### src/rtl/bcd_rtc_mem.sv
module bcd_rtc_mem #(
  parameter int SUB_TICKS = 4,
  parameter int RAM_AW    = 8
) (
  input  logic        clk,
  input  logic        rst_n,
  input  logic        tick,
  input  logic        pwr_ok,
  input  logic        cs,
  input  logic        we,
  input  logic [12:0] addr,
  input  logic [7:0]  wdata,
  output logic [7:0]  rdata,
  output logic [5:0]  cal_out
);
  localparam int PW = (SUB_TICKS > 1) ? $clog2(SUB_TICKS) : 1;
  localparam logic [PW-1:0] PRE_LAST = PW'(SUB_TICKS - 1);
  localparam int RAM_N = 1 << RAM_AW;

  logic [7:0]    hold_q [0:7];
  logic [7:0]    cnt_q  [1:7];
  logic [7:0]    nt     [1:7];
  logic [7:0]    ram    [0:RAM_N-1];
  logic [PW-1:0] pre_q;

  function automatic logic [7:0] bcd_inc(input logic [7:0] v);
    if (v[3:0] == 4'd9) return {v[7:4] + 4'd1, 4'd0};
    return {v[7:4], v[3:0] + 4'd1};
  endfunction

  logic host_wr, host_rd, clk_sel, wr_ctrl, load, sec_pulse;
  assign host_wr   = cs & we & pwr_ok;
  assign host_rd   = cs & ~we;
  assign clk_sel   = &addr[12:3];
  assign wr_ctrl   = host_wr & clk_sel & (addr[2:0] == 3'd0);
  assign load      = wr_ctrl & hold_q[0][7] & ~wdata[7];
  assign sec_pulse = tick & (pre_q == PRE_LAST);
  assign cal_out   = hold_q[0][5:0];

  logic [7:0] c_sec, c_min, c_hr, c_dow, c_date, c_mon, c_yr;
  assign c_sec  = cnt_q[1];
  assign c_min  = cnt_q[2];
  assign c_hr   = cnt_q[3];
  assign c_dow  = cnt_q[4];
  assign c_date = cnt_q[5];
  assign c_mon  = cnt_q[6];
  assign c_yr   = cnt_q[7];

  logic [1:0] yr_mod4;
  logic       leap;
  logic [7:0] last_day;
  assign yr_mod4 = {c_yr[4], 1'b0} + c_yr[1:0];
  assign leap    = (yr_mod4 == 2'd0);

  always_comb begin
    case (c_mon)
      8'h02:                      last_day = leap ? 8'h29 : 8'h28;
      8'h04, 8'h06, 8'h09, 8'h11: last_day = 8'h30;
      default:                    last_day = 8'h31;
    endcase
  end

  logic s_wrap, m_wrap, h_wrap, d_wrap, mo_wrap;
  assign s_wrap  = (c_sec == 8'h59);
  assign m_wrap  = s_wrap & (c_min == 8'h59);
  assign h_wrap  = m_wrap & (c_hr == 8'h23);
  assign d_wrap  = h_wrap & (c_date == last_day);
  assign mo_wrap = d_wrap & (c_mon == 8'h12);

  assign nt[1] = s_wrap ? 8'h00 : bcd_inc(c_sec);
  assign nt[2] = !s_wrap ? c_min : (c_min == 8'h59) ? 8'h00 : bcd_inc(c_min);
  assign nt[3] = !m_wrap ? c_hr  : (c_hr == 8'h23)  ? 8'h00 : bcd_inc(c_hr);
  assign nt[4] = !h_wrap ? c_dow : (c_dow == 8'h07) ? 8'h01 : bcd_inc(c_dow);
  assign nt[5] = !h_wrap ? c_date : d_wrap ? 8'h01 : bcd_inc(c_date);
  assign nt[6] = !d_wrap ? c_mon : mo_wrap ? 8'h01 : bcd_inc(c_mon);
  assign nt[7] = !mo_wrap ? c_yr : (c_yr == 8'h99) ? 8'h00 : bcd_inc(c_yr);

  always_ff @(posedge clk) begin
    if (!rst_n) pre_q <= '0;
    else if (load) pre_q <= '0;
    else if (tick) pre_q <= sec_pulse ? '0 : pre_q + PW'(1);
  end

  generate
    for (genvar i = 1; i < 8; i++) begin : g_cnt
      localparam logic [7:0] RV = (i >= 4 && i <= 6) ? 8'h01 : 8'h00;
      always_ff @(posedge clk) begin
        if (!rst_n) cnt_q[i] <= RV;
        else if (load) cnt_q[i] <= hold_q[i];
        else if (sec_pulse) cnt_q[i] <= nt[i];
      end
      always_ff @(posedge clk) begin
        if (!rst_n) hold_q[i] <= RV;
        else if (host_wr && clk_sel && addr[2:0] == 3'(i)) hold_q[i] <= wdata;
        else if (sec_pulse && !hold_q[0][7] && !hold_q[0][6]) hold_q[i] <= nt[i];
      end
    end
  endgenerate

  always_ff @(posedge clk) begin
    if (!rst_n) hold_q[0] <= 8'h00;
    else if (wr_ctrl) hold_q[0] <= wdata;
  end

  always_ff @(posedge clk) begin
    if (host_wr && !clk_sel) ram[addr[RAM_AW-1:0]] <= wdata;
  end

  always_ff @(posedge clk) begin
    if (!rst_n) rdata <= 8'h00;
    else if (host_rd) begin
      if (!pwr_ok) rdata <= 8'h00;
      else if (clk_sel) rdata <= hold_q[addr[2:0]];
      else rdata <= ram[addr[RAM_AW-1:0]];
    end
  end

  AST_PRE_CLEAR: assert property (@(posedge clk) disable iff (!rst_n)
    load |=> pre_q == '0);
  AST_READ_FREEZE: assert property (@(posedge clk) disable iff (!rst_n)
    hold_q[0][6] && !(host_wr && clk_sel) |=> $stable(hold_q[1]) && $stable(hold_q[7]));
  AST_WRITE_PROTECT: assert property (@(posedge clk) disable iff (!rst_n)
    !pwr_ok |=> $stable(hold_q[0]));
  AST_SEC_MOVES: assert property (@(posedge clk) disable iff (!rst_n)
    sec_pulse && !load |=> cnt_q[1] != $past(cnt_q[1]));
  AST_MIN_CARRY: assert property (@(posedge clk) disable iff (!rst_n)
    sec_pulse && !load && c_sec == 8'h59 |=> cnt_q[1] == 8'h00 && cnt_q[2] != $past(cnt_q[2]));
  AST_DOW_WRAP: assert property (@(posedge clk) disable iff (!rst_n)
    sec_pulse && !load && h_wrap && c_dow == 8'h07 |=> cnt_q[4] == 8'h01);
  AST_HOST_WINS: assert property (@(posedge clk) disable iff (!rst_n)
    host_wr && clk_sel && addr[2:0] == 3'd1 |=> hold_q[1] == $past(wdata));
endmodule

### config.mk
export PLATFORM = sky130hd
export DESIGN_NAME = bcd_rtc_mem
export DESIGN_NICKNAME = d
export VERILOG_FILES = /design/src/rtl/bcd_rtc_mem.sv
export SDC_FILE = /design/constraint.sdc
export NUM_CORES = 2
export LEC_CHECK = 0
export BUFFER_PORTS_ARGS = -buffer_cell sky130_fd_sc_hd__buf_2
export CELL_PAD_IN_SITES_DETAIL_PLACEMENT = 0
export CELL_PAD_IN_SITES_GLOBAL_PLACEMENT = 2
export CORE_MARGIN = 2
export CORE_UTILIZATION = 25
export CTS_CLUSTER_SIZE = 10
export DETAILED_ROUTE_END_ITERATION = 12
export GPL_ROUTABILITY_DRIVEN = 0
export PLACE_DENSITY = 0.52
export RECOVER_POWER = 100
export SLEW_MARGIN = 20
export SYNTH_ARGS = -nofsm -noshare
export SYNTH_HDL_FRONTEND = slang
export SYNTH_SLANG_ARGS = --single-unit
### constraint.sdc
create_clock -name clk -period 5.2 [get_ports clk]
set_input_delay 1.04 -clock clk [delete_from_list [all_inputs] [get_ports clk]]
set_output_delay 1.04 -clock clk [all_outputs]
set_load 0.01 [all_outputs]
==> key figures <==
Worst setup path
  – RR Endpoint: hold_q[7][6]
  – Setup Crit Path Kind: in2reg
  – Worst endpoint required time: 5.65 ns
  – Worst setup EP type: register
  – R2R Setup Slk: 1.24 ns
  – Critical path arrival: 5.06 ns
  – Type of origin of the critical path: input port
  – CP Max Fanout: 18
  – R2R Path Start: cnt_q[0][17]
  – Reg2reg path depth: 11

Pwr
  – Sequential Power Share: 51.4%
  – Pint: 29500 uW
  – Clock Power Share: 43.4%
  – Logic pwr share: 5.2%
  – Worst VDD drop: 199 uV
  – Pwr Density: 374 nW/um^2
  – Sw Pwr: 8350 uW
  – Switching Fraction: 22.1%
  – Lkg Pwr: 0.0308 uW

Yosys
  – Area contributors post-synth: edfxtp_1, mux4_2, mux2i_1
  – Post-synth EDFFs: 2168
  – Count of cell types in the netlist: 77
  – Yosys top cell area share: 74.6%
  – Sequential cell area fraction in the yosys report: 74.8%
  – Synth area leader: edfxtp_1
  – Post-synthesis cell count: 4358
  – Post-synth ARST share: 0%
  – Predominant post-synthesis flop cell: edfxtp_1
  – Mapped Area: 87300 sq um
  – Synth warn: 0
  – Syn_area_per_cell: 20.0 sq um
  – Synthesized flop and latch total: 2178
  – Syn_nets: 4412

Global routing
  – Global routing met1 resource utilization: 21.8%
  – Most used routing layer: met2
  – Vias in the first global route: 45276
  – First-pass GRT wire length: 374000 microns
  – Initial antenna violation count: 17
  – GRT Residual Overflow: 0
  – M3 GR Usage: 2.10%
  – Tot GR Track Use: 14.9%
  – Largest net degree at the start of global routing: 149
  – Met2 GRT Util: 23.4%

Place
  – Post-DP Area: 94400 sq um
  – Dpl hpwl: 172000 microns
  – Post-place setup slack: 0.0993 ns
  – IO buf count: 40

Die
  – Initial Util: 25.2%
  – Cell Rows: 216
  – Die area: 354000 sq um
  – Die Height: 595 microns
  – Core area: 347000 sq um
  – IO Pins: 41
  – Die Wd: 595 microns

Finish
  – Final instance area: 101000 sq um
  – Synth-to-Final Area Change: 16.0%
  – Final nets: 4715
  – Final core utilization: 29.2%
  – Most common cell after layout, fill and taps aside: edfxtp_1
  – Share of layout cells above drive strength 1: 23.2%
  – Leading cell types in the layout, fill and taps excluded: edfxtp_1, mux4_2, nor2_1

Clock tree
  – Clock Path Buffers: 4
  – Reg clk slew, reported paths: 0.06 ns
  – Worst-skew pair later-pin latency: 0.84 ns
  – Htree depth: 5
  – Clock Tree Root: clkbuf_16
  – CTS buffer count: 266
  – Hold Buf Count CTS: 0
  – Clk sink count: 2178
  – # resized after CTS: 0
  – CTS tree: done
  – Post-CTS setup buffers: 0

Flow run
  – Max-cap violations: 17

Timing
  – Worst-margin pin slew: 3.60 ns
  – Minimum hold slack: 0.505 ns
  – Worst Skew: 0.0419 ns
  – Relative slew margins: -140%
  – Final worst slack: 0.592 ns
  – Minimum clock period: 4.61 ns
  – Hold Violations, Final: 0
  – Setup violators final: 0
  – Max frequency: 217 MHz
  – Pins over their slew limit: 1175
  – Fin crit share: 88.6%
  – RSZ-0062 raised after global routing: false

Drt
  – First-pass DRT Iterations: 5
  – DRC violations left: 0
  – Final wirelength: 269000 microns
  – Antenna-violating nets left: 0
  – Routed len/inst: 28.8 microns
  – Initial DRC Count: 4489
  – DR vias: 44408
  – Vias/cell: 4.76

Worst hold path
  – Worst hold start: pre_q[1]
  – Worst hold path type: reg2reg
  – Hold depth: 2
  – Hold EP: pre_q[1]

Status
  – Failing checks: capacitance limit, slew limit
  – Outcome: finished with violations
[cell families (layout without fill, tap and decap cells)]
| family | Yosys count | in the layout | share of synthesized area, % |
|---|---|---|---|
| xor+xnor | 21 | 21 | 0.211 |
| simple gates | 776 | 776 | 3.96 |
| other cells | 0 | 8 | 0 |
| flops | 2178 | 2178 | 74.8 |
| buf+inv | 289 | 678 | 1.73 |
| compound gates | 370 | 370 | 2.79 |
| fa+ha+maj | 27 | 27 | 0.387 |
| mux | 697 | 697 | 16.1 |
[metal layers]
metal | vias to the layer above | part of all wire, %
li1 | 18464 | -
met1 | 24334 | 47
met2 | 1285 | 46
met3 | 323 | 5.0
met4 | 2 | 2.0
met5 | - | 0.0045
[stage by stage]
step,TNS [ns],power [uW],cells
finish,0,37800,9333
global route,0,38900,9331
CTS,0,38300,9325
detailed placement,0,21800,8971
global placement,-0.0684,21800,8971
floorplan,0,20700,4358
[sequential cells by signal, summed over array words and instances (netlist names)]
register,count
cnt_q,56
pre_q,2
hold_q,64
ram,2048
rdata,8
[worst max-delay path by stage]
stage | startpoint | endpoint | slack (ns) | cells after the start
global placement | addr[0] | rdata[3] | -0.07 | 11
CTS | addr[0] | rdata[3] | 1.02 | 11
floorplan | addr[6] | cnt_q[0][10] | 0.93 | 7
finish | addr[4] | ram[111][3] | 0.59 | 10
global route | addr[0] | ram[75][6] | 0.51 | 6
detailed placement | addr[0] | rdata[3] | 0.1 | 11
[critical path: stages]
cell,delay (ns)
clkbuf_1,0.33
nand4_1,0.47
clkbuf_1,0.52
nor4_1,0.42
clkbuf_1,0.52
nor2_2,0.08
buf_4,0.23
nand3_2,0.10
clkbuf_1,0.78
nor2_1,0.51
[cells in the mapped netlist, types with 5 or more instances]
cell / n
a22o_1: 46
a31oi_1: 14
a32o_1: 5
buf_6: 18
and3_1: 9
inv_1: 25
a22oi_1: 22
nand3_1: 48
a21o_1: 5
buf_1: 26
clkbuf_1: 87
o221ai_1: 7
mux4_2: 562
xnor2_1: 9
o22ai_1: 9
nor4_1: 5
a2111oi_0: 5
nand2b_1: 17
nor2b_1: 25
xor2_1: 12
mux2_2: 15
a221oi_1: 7
nor3_1: 42
a21oi_1: 87
and2_1: 15
o21ai_0: 92
ha_1: 27
nand3b_1: 8
buf_4: 51
dfxtp_1: 10
nand4_1: 18
a211oi_1: 5
nor2_1: 304
o21ai_1: 14
mux2i_1: 120
buf_2: 79
edfxtp_1: 2168
a32oi_1: 28
nand2_1: 250
[power by group through the flow]
| stage | sequential, uW | combinational (uW) | clock, uW |
|---|---|---|---|
| floorplan | 19700 | 996 | 0 |
| global placement | 19800 | 2020 | 0 |
| detailed placement | 19800 | 2030 | 0 |
| CTS | 19400 | 2030 | 16800 |
| global route | 19400 | 2080 | 17400 |
| finish | 19400 | 1960 | 16400 |
[final cells by class]
class / count / area [sq um]
Antenna cell: 8 / 20.0
Clock buffer: 324 / 6970
Clock inverter: 30 / 324
Fill cell: 33948 / 246000
Inverter: 27 / 109
Multi-Input combinational cell: 1891 / 20400
Sequential cell: 2178 / 65300
Tap cell: 4578 / 5730
Timing Repair Buffer: 297 / 2300
Note: power is estimated with default switching activity, not from simulation.
